===== config.mk =====
export PLATFORM = sky130hd
export DESIGN_NAME = lin_hdr_rx
export DESIGN_NICKNAME = d
export VERILOG_FILES = /design/src/rtl/lin_hdr_pkg.sv /design/src/rtl/lin_pid_chk.sv /design/src/rtl/lin_hdr_timer.sv /design/src/rtl/lin_brk_gen.sv /design/src/rtl/lin_hdr_rx.sv
export SDC_FILE = /design/constraint.sdc
export NUM_CORES = 1
export LEC_CHECK = 0
export BUFFER_PORTS_ARGS = -buffer_cell sky130_fd_sc_hd__buf_2
export CORE_MARGIN = 3
export CORE_UTILIZATION = 35
export CTS_BUF_LIST = sky130_fd_sc_hd__clkbuf_8
export DETAILED_ROUTE_END_ITERATION = 7
export PLACE_DENSITY_LB_ADDON = 0.1
export SETUP_SLACK_MARGIN = 0.5
export SLEW_MARGIN = 20
export SYNTH_ARGS = -nofsm -noshare
export SYNTH_HDL_FRONTEND = slang
export SYNTH_SLANG_ARGS = --single-unit

===== constraint.sdc =====
create_clock -name clk -period 11.85 [get_ports clk]
set_clock_uncertainty 0.05 [all_clocks]
set_input_delay 1.185 -clock clk [delete_from_list [all_inputs] [get_ports clk]]
set_output_delay 1.185 -clock clk [all_outputs]
set_load 0.005 [all_outputs]

===== src/rtl/lin_hdr_pkg.sv =====
package lin_hdr_pkg;

    typedef enum logic [2:0] {
        ST_IDLE,
        ST_BRKW,
        ST_DELIM,
        ST_SYNC,
        ST_PIDW,
        ST_PID
    } hdr_st_t;

    localparam int SYNC_FALLS = 5;   // falling edges spanned by the measurement
    localparam int TOL_DIV    = 7;   // tolerance = nominal / TOL_DIV
    localparam int RX_BRK     = 11;  // bit times for break recognition
    localparam int TX_BRK     = 13;  // bit times for a generated break
    localparam int HDR_LIMIT  = 48;  // ~1.4 x 34 bit times

endpackage


===== src/rtl/lin_pid_chk.sv =====
module lin_pid_chk (
    input  logic [7:0] pid,
    output logic       ok
);
    logic p_lo;
    logic p_hi;

    always_comb begin
        p_lo = pid[0] ^ pid[1] ^ pid[2] ^ pid[4];
        p_hi = ~(pid[1] ^ pid[3] ^ pid[4] ^ pid[5]);
        ok   = (pid[6] == p_lo) && (pid[7] == p_hi);
    end
endmodule


===== src/rtl/lin_hdr_timer.sv =====
module lin_hdr_timer #(
    parameter int CNT_W = 16,
    parameter int START = 176,
    parameter int LIMIT = 768
) (
    input  logic clk,
    input  logic rst_n,
    input  logic load,
    input  logic run,
    output logic lapse
);
    logic [CNT_W-1:0] cnt_d;
    logic [CNT_W-1:0] cnt_q;

    always_comb begin
        cnt_d = cnt_q;
        if (load) begin
            cnt_d = CNT_W'(START);
        end else if (run) begin
            cnt_d = cnt_q + 1'b1;
        end
        lapse = run && !load && (cnt_q == CNT_W'(LIMIT - 1));
    end

    always_ff @(posedge clk or negedge rst_n) begin
        if (!rst_n) cnt_q <= '0;
        else        cnt_q <= cnt_d;
    end

    AST_TMR_BOUND: assert property (@(posedge clk) disable iff (!rst_n)
        run |-> (cnt_q < CNT_W'(LIMIT))) else $error("timer past limit");
endmodule


===== src/rtl/lin_brk_gen.sv =====
module lin_brk_gen #(
    parameter int CNT_W   = 16,
    parameter int BRK_CYC = 208
) (
    input  logic clk,
    input  logic rst_n,
    input  logic req,
    output logic tx,
    output logic busy
);
    logic [CNT_W-1:0] left_d;
    logic [CNT_W-1:0] left_q;
    logic [CNT_W-1:0] low_run_q;

    always_comb begin
        left_d = left_q;
        if (left_q != '0) begin
            left_d = left_q - 1'b1;
        end else if (req) begin
            left_d = CNT_W'(BRK_CYC);
        end
        busy = (left_q != '0);
        tx   = ~busy;
    end

    always_ff @(posedge clk or negedge rst_n) begin
        if (!rst_n) left_q <= '0;
        else        left_q <= left_d;
    end

    // independent run-length of the transmitted dominant level
    always_ff @(posedge clk or negedge rst_n) begin
        if (!rst_n)  low_run_q <= '0;
        else if (tx) low_run_q <= '0;
        else         low_run_q <= low_run_q + 1'b1;
    end

    AST_BRK_LEN: assert property (@(posedge clk) disable iff (!rst_n)
        $rose(tx) |-> (low_run_q == CNT_W'(BRK_CYC))) else $error("break length");
endmodule


===== src/rtl/lin_hdr_rx.sv =====
module lin_hdr_rx
    import lin_hdr_pkg::*;
#(
    parameter int NOM_BIT = 16,
    parameter int CNT_W   = 16
) (
    input  logic             clk,
    input  logic             rst_n,
    input  logic             rx,
    input  logic             brk_req,
    output logic             tx,
    output logic             brk_busy,
    output logic [CNT_W-1:0] bit_period,
    output logic [5:0]       hdr_id,
    output logic             hdr_done,
    output logic             par_err,
    output logic             sync_err,
    output logic             timeout
);
    localparam int BRK_LIM = RX_BRK * NOM_BIT;
    localparam int TO_LIM  = HDR_LIMIT * NOM_BIT;
    localparam int TX_CYC  = TX_BRK * NOM_BIT;
    localparam logic [CNT_W-1:0] NOM_C = CNT_W'(NOM_BIT);

    typedef struct packed {
        hdr_st_t          state;
        logic             rx_prev;
        logic [CNT_W-1:0] dom;
        logic [CNT_W-1:0] cnt;
        logic [2:0]       falls;
        logic [3:0]       bitidx;
        logic [7:0]       shreg;
        logic [7:0]       pid;
        logic [CNT_W-1:0] period;
        logic             done;
        logic             perr;
        logic             serr;
        logic             tmo;
    } hdr_regs_t;

    hdr_regs_t r_d;
    hdr_regs_t r_q;

    logic             fall;
    logic             brk_hit;
    logic             lapse;
    logic             tmr_load;
    logic             tmr_run;
    logic [CNT_W-1:0] meas;
    logic [CNT_W-1:0] dev;
    logic [CNT_W+2:0] dev_x7;
    logic             meas_bad;
    logic [CNT_W-1:0] tgt;
    logic [7:0]       pid_byte;
    logic             pid_ok;

    lin_pid_chk u_pid (
        .pid (pid_byte),
        .ok  (pid_ok)
    );

    lin_hdr_timer #(
        .CNT_W (CNT_W),
        .START (BRK_LIM),
        .LIMIT (TO_LIM)
    ) u_tmr (
        .clk   (clk),
        .rst_n (rst_n),
        .load  (tmr_load),
        .run   (tmr_run),
        .lapse (lapse)
    );

    lin_brk_gen #(
        .CNT_W   (CNT_W),
        .BRK_CYC (TX_CYC)
    ) u_brk (
        .clk   (clk),
        .rst_n (rst_n),
        .req   (brk_req),
        .tx    (tx),
        .busy  (brk_busy)
    );

    always_comb begin
        fall     = r_q.rx_prev && !rx;
        brk_hit  = !rx && (r_q.dom == CNT_W'(BRK_LIM - 1));
        meas     = r_q.cnt >> 3;
        dev      = (meas > NOM_C) ? (meas - NOM_C) : (NOM_C - meas);
        dev_x7   = {3'b000, dev} * (CNT_W+3)'(TOL_DIV);
        meas_bad = dev_x7 > {3'b000, NOM_C};
        tgt      = (r_q.bitidx == 4'd0) ? (r_q.period >> 1) : r_q.period;
        pid_byte = {rx, r_q.shreg[7:1]};
        tmr_run  = (r_q.state != ST_IDLE);
        tmr_load = brk_hit;

        r_d         = r_q;
        r_d.done    = 1'b0;
        r_d.perr    = 1'b0;
        r_d.serr    = 1'b0;
        r_d.tmo     = 1'b0;
        r_d.rx_prev = rx;
        if (rx)            r_d.dom = '0;
        else if (&r_q.dom) r_d.dom = r_q.dom;
        else               r_d.dom = r_q.dom + 1'b1;

        if (brk_hit) begin
            r_d.state = ST_BRKW;
        end else if (lapse) begin
            r_d.state = ST_IDLE;
            r_d.tmo   = 1'b1;
        end else begin
            unique case (r_q.state)
                ST_IDLE: ;
                ST_BRKW: begin
                    if (rx) r_d.state = ST_DELIM;
                end
                ST_DELIM: begin
                    if (fall) begin
                        r_d.state = ST_SYNC;
                        r_d.cnt   = CNT_W'(1);
                        r_d.falls = 3'd1;
                    end
                end
                ST_SYNC: begin
                    r_d.cnt = r_q.cnt + 1'b1;
                    if (fall) begin
                        if (r_q.falls == 3'(SYNC_FALLS - 1)) begin
                            if (meas_bad) begin
                                r_d.serr  = 1'b1;
                                r_d.state = ST_IDLE;
                            end else begin
                                r_d.period = meas;
                                r_d.state  = ST_PIDW;
                            end
                        end else begin
                            r_d.falls = r_q.falls + 1'b1;
                        end
                    end
                end
                ST_PIDW: begin
                    if (fall) begin
                        r_d.state  = ST_PID;
                        r_d.cnt    = CNT_W'(1);
                        r_d.bitidx = 4'd0;
                    end
                end
                ST_PID: begin
                    if (r_q.cnt == tgt) begin
                        r_d.cnt = CNT_W'(1);
                        if (r_q.bitidx == 4'd0) begin
                            if (rx) r_d.state  = ST_IDLE;
                            else    r_d.bitidx = 4'd1;
                        end else begin
                            r_d.shreg = pid_byte;
                            if (r_q.bitidx == 4'd8) begin
                                r_d.pid   = pid_byte;
                                r_d.state = ST_IDLE;
                                if (pid_ok) r_d.done = 1'b1;
                                else        r_d.perr = 1'b1;
                            end else begin
                                r_d.bitidx = r_q.bitidx + 1'b1;
                            end
                        end
                    end else begin
                        r_d.cnt = r_q.cnt + 1'b1;
                    end
                end
                default: r_d.state = ST_IDLE;
            endcase
        end
    end

    always_ff @(posedge clk or negedge rst_n) begin
        if (!rst_n) begin
            r_q         <= '0;
            r_q.state   <= ST_IDLE;
            r_q.rx_prev <= 1'b1;
            r_q.period  <= NOM_C;
        end else begin
            r_q <= r_d;
        end
    end

    assign bit_period = r_q.period;
    assign hdr_id     = r_q.pid[5:0];
    assign hdr_done   = r_q.done;
    assign par_err    = r_q.perr;
    assign sync_err   = r_q.serr;
    assign timeout    = r_q.tmo;

    AST_ONE_RESULT: assert property (@(posedge clk) disable iff (!rst_n)
        $onehot0({hdr_done, par_err, sync_err, timeout})) else $error("multiple results");
    AST_PERIOD_SRC: assert property (@(posedge clk) disable iff (!rst_n)
        !$stable(bit_period) |-> ($past(r_q.state) == ST_SYNC)) else $error("period moved");
    AST_SYNC_KEEP: assert property (@(posedge clk) disable iff (!rst_n)
        sync_err |-> $stable(bit_period)) else $error("period changed on synch error");
    AST_DONE_PARITY: assert property (@(posedge clk) disable iff (!rst_n)
        hdr_done |-> ((r_q.pid[6] == (r_q.pid[0] ^ r_q.pid[1] ^ r_q.pid[2] ^ r_q.pid[4])) &&
                      (r_q.pid[7] != (r_q.pid[1] ^ r_q.pid[3] ^ r_q.pid[4] ^ r_q.pid[5]))))
        else $error("done with bad parity");
    AST_TMO_ACTIVE: assert property (@(posedge clk) disable iff (!rst_n)
        timeout |-> ($past(r_q.state) != ST_IDLE)) else $error("timeout while idle");
    AST_BRK_RESTART: assert property (@(posedge clk) disable iff (!rst_n)
        brk_hit |=> (r_q.state == ST_BRKW)) else $error("break not taken");
endmodule


==> results.md <==
- Switch share: 45.1%
- Hold Crit Endpoint: u_brk.left_q[10]
- Vias in the first global route: 5625
- Endpoints failing setup: 0
- CTS buffer count: 9
- Tmin final: 6360 ps
- CTS Buffer Depth: 2
- Cell Count, Final, Fillers Out: 1065
- IO Count: 32
- Yosys warnings: 0
- Area occupied by multi-input gates: 4300 µm²
- Largest fanout on the critical path: 15
- Top FF cell, synth: dfrtp_1
- Sequential fraction of design power: 29.1%
- H-Tree Depth: 3
- Synth cell types: 76
- Syn avg cell area: 9.20 µm²
- Worst-path clk slew: 110 ps
- Crit share post-route: 53.7%
- Setup crit end kind: flop
- Total power: 1.62 mW
- Max VDD drop: 0.000127 V
- Sequential element share of the synthesized area: 35.4%
- EDFF count, synth: 0
- Critical Path, Cell by Cell: inv_1 > ha_1 > nor4bb_1 > nor2_1 > nor3_1 > nand2_1 > o31ai_1 > xor2_1 > fa_1 > ha_1 > a21o_1 > a221o_1 > a222oi_1 > and4_1 > nand4_1 > nor4_4 > buf_6 > mux2_2
- TritonCTS clock tree: yes
- Clock share of power: 17.6%
- Total Nets Final: 836
- Hold-fix buffer count after cts: 0
- CP dominant cell by count: ha_1
- Gate power share: 53.3%
- Type of origin of the critical path: flop
- Post-CTS Resized: 0
- Max Cap Viol: 0
- Met1 Use GR: 22.4%
- FF-to-FF setup slack: 5490 ps
- Hold depth: 1
- WL/cell: 16.2 µm
- Die area: 23000 µm²
- Worst-Skew Late Latency: 400 ps
- RR Startpoint: meas[5]
- GRT Util Overall: 15.7%
- Via density: 5.38
- Drt first pass iters: 5
- PortBufs: 28
- Hold Worst Slack: 430 ps
- P_sw: 731 µW
- Status: completed
- Fin. max-slew vios: 0
- Post-route setup TNS: 0 ps
- Antenna Nets Post-Route: 0
- RSZ-0062 raised after global routing: no
- Busiest grt layer: met2
- FF-to-FF End: bit_period[1]
- WP data arrival: 6600 ps
- Core ar.: 20600 µm²
- Grt total ovfl: 0
- Gate Count Post-Synth: 807
- CP Class: flop to flop
- N_diodes: 0
- Grt met3 use: 3.69%
- Fill cells: 2079
- Hold path start: u_brk.left_q[10]
- Slowest Stage Delay on Critical Path: 620 ps
- Leakage power: 3.70 nW
- Worst Path Required: 12080 ps
- FF/Latch Area: 2630 µm²
- DRT iter0 DRCs: 309
- Worst reg-to-reg path cell count: 18
- Postcts setup bufs: 0
- Largest net degree at the start of global routing: 63
- HPWL after detailed placement: 12.5 mm
- DRC: 0
- Fmax: 0.157 GHz
- GPL Wtd Cong: 0.885
- Slew of the pin with the lowest slew margin: 845 ps
- Slowest stage cell on the critical path: nor4_4
- Endpoints failing hold: 0
- Grt met2 use: 24.3%
- Die height: 152 µm
- First-pass GRT wire length: 29.1 mm
- DR vias: 5728
- Share of layout cells above drive strength 1: 9.69%
- Pwr dens: 206 nW/µm²
- P&R area growth vs syn: 5.70%
- Max transition margin: 43.6%
- Mapped Area: 7420 µm²
- CTS sink cnt: 105
- DIE WIDTH: 152 µm
- Async SR Flop Fraction: 100%
- Initial Util: 36.1%
- Initial antenna violation count: 0
- Flop and latch count out of synthesis: 105
- Final WL: 17.2 mm
- Dpl cells: 1048
- Hold Crit Class: flop to flop
- Row count: 52
- P_int: 888 µW
- Clock root cell: clkbuf_8
-- placed cells by master, fill, tap and decap left out, drive strengths merged, types with 3 or more instances in the layout --
cell    instances
o21ai          33
bufinv          3
mux2i          14
xor2           36
o31a            3
a21boi          3
inv            43
o22ai           6
mux2           25
and4           11
a31oi           5
conb            3
xnor2          41
and2            7
nor2           76
a21oi          23
nor3b           3
nor2b          13
or4             6
nand4           9
o21a            4
nand3          34
o221ai          3
clkbuf          9
a22o            5
nand2b         13
a211oi          7
a21o           10
o211ai         13
o31ai           4
fa              8
or3            11
nand2          56
dfrtp         103
buf            30
nor3           12
ha             34
nand3b          4
and3           24
nor4           14
-- how the worst max path moves through the flow --
stage	startpoint	endpoint	slack [ps]
3_3_place_gp	meas[5]	bit_period[1]	5510
2_1_floorplan	meas[5]	bit_period[3]	6390
4_1_cts	meas[5]	bit_period[1]	5240
6_report	meas[5]	bit_period[1]	5490
3_5_place_dp	meas[5]	bit_period[2]	5310
5_1_grt	meas[5]	bit_period[1]	5020
-- power by group through the flow --
stage          Clock, mW  Combinational [mW]  Sequential (mW)
6_report           0.285               0.863            0.471
3_5_place_dp           0               0.861            0.477
3_3_place_gp           0               0.848            0.474
4_1_cts            0.296               0.864            0.470
5_1_grt            0.308               0.990            0.481
2_1_floorplan          0               0.692            0.448
-- worst max-delay path, delay by kind of cell (launching register included) --
kind / cells / cell delay [ps]
compound gates: 4 / 1040
xor+xnor: 1 / 380
fa+ha+maj: 3 / 1050
buf+inv: 2 / 470
flops: 1 / 560
mux: 1 / 340
simple gates: 7 / 2350
-- cell usage after synthesis (all sizes together) (7+ instances only) --
master | instances | area (µm²)
nand2b | 13 | 81.3
nand3 | 34 | 170
a21oi | 23 | 115
and4 | 11 | 101
xor2 | 36 | 315
dfrtp | 103 | 2580
nor4 | 14 | 109
or3 | 11 | 68.8
nor3 | 12 | 65.1
ha | 34 | 425
buf | 30 | 230
clkbuf | 30 | 114
o21ai | 33 | 165
a211oi | 7 | 52.6
nand2 | 56 | 210
mux2i | 14 | 140
mux2 | 25 | 308
inv | 41 | 154
xnor2 | 41 | 359
nor2 | 76 | 285
nor2b | 13 | 81.3
nand4 | 9 | 56.3
and3 | 24 | 155
a21o | 10 | 75.1
o211ai | 13 | 103
fa | 8 | 160
and2 | 7 | 43.8
-- per-stage QoR --
stage	instance area (µm²)	worst slack, ps	util, %
floorplan	7430	6390	-
global placement	7570	5510	36.8
detailed placement	7570	5310	36.8
CTS	7830	5240	38.1
global route	7840	5020	38.2
finish	7840	5490	38.2
-- logic make-up (layout without fill, tap and decap cells) --
kind of cell	count (synthesis)	count (layout)	share of synthesized area [%]
AOI/OAI and AO/OA	143	143	13.3
xor gates and xnor gates	77	77	9.09
adders and majority gates	42	42	7.89
buffers and inverters	101	87	6.71
DFF	105	105	35.4
muxes	39	39	6.04
other	1	3	0.0505
and+or+nand+nor	299	299	21.5
-- flip-flops by register name, indices dropped and copies added, names as in the netlist --
| name | cells |
|---|---|
| r_q | 30 |
| hdr_done | 1 |
| meas | 13 |
| hdr_id | 6 |
| pid_byte | 7 |
| bit_period | 13 |
| timeout | 1 |
| u_brk.left_q | 16 |
| u_tmr.cnt_q | 16 |
| sync_err | 1 |
| par_err | 1 |
-- layer usage --
layer	up-vias	wire, µm	part of all wire (%)
met1	2825	8420	49
met3	13	921	5.3
li1	2792	-	-
met5	-	0	0
met2	98	7670	45
met4	0	202	1.2
-- area by class of cell --
type	count	share of cell area, %
Multi-Input combinational cell	603	54.8
Sequential cell	105	33.5
Tap cell	270	4.31
Timing Repair Buffer	30	2.06
Inverter	41	1.96
Clock inverter	7	1.74
Clock buffer	9	1.58
Note: power is estimated with default switching activity, not from simulation.
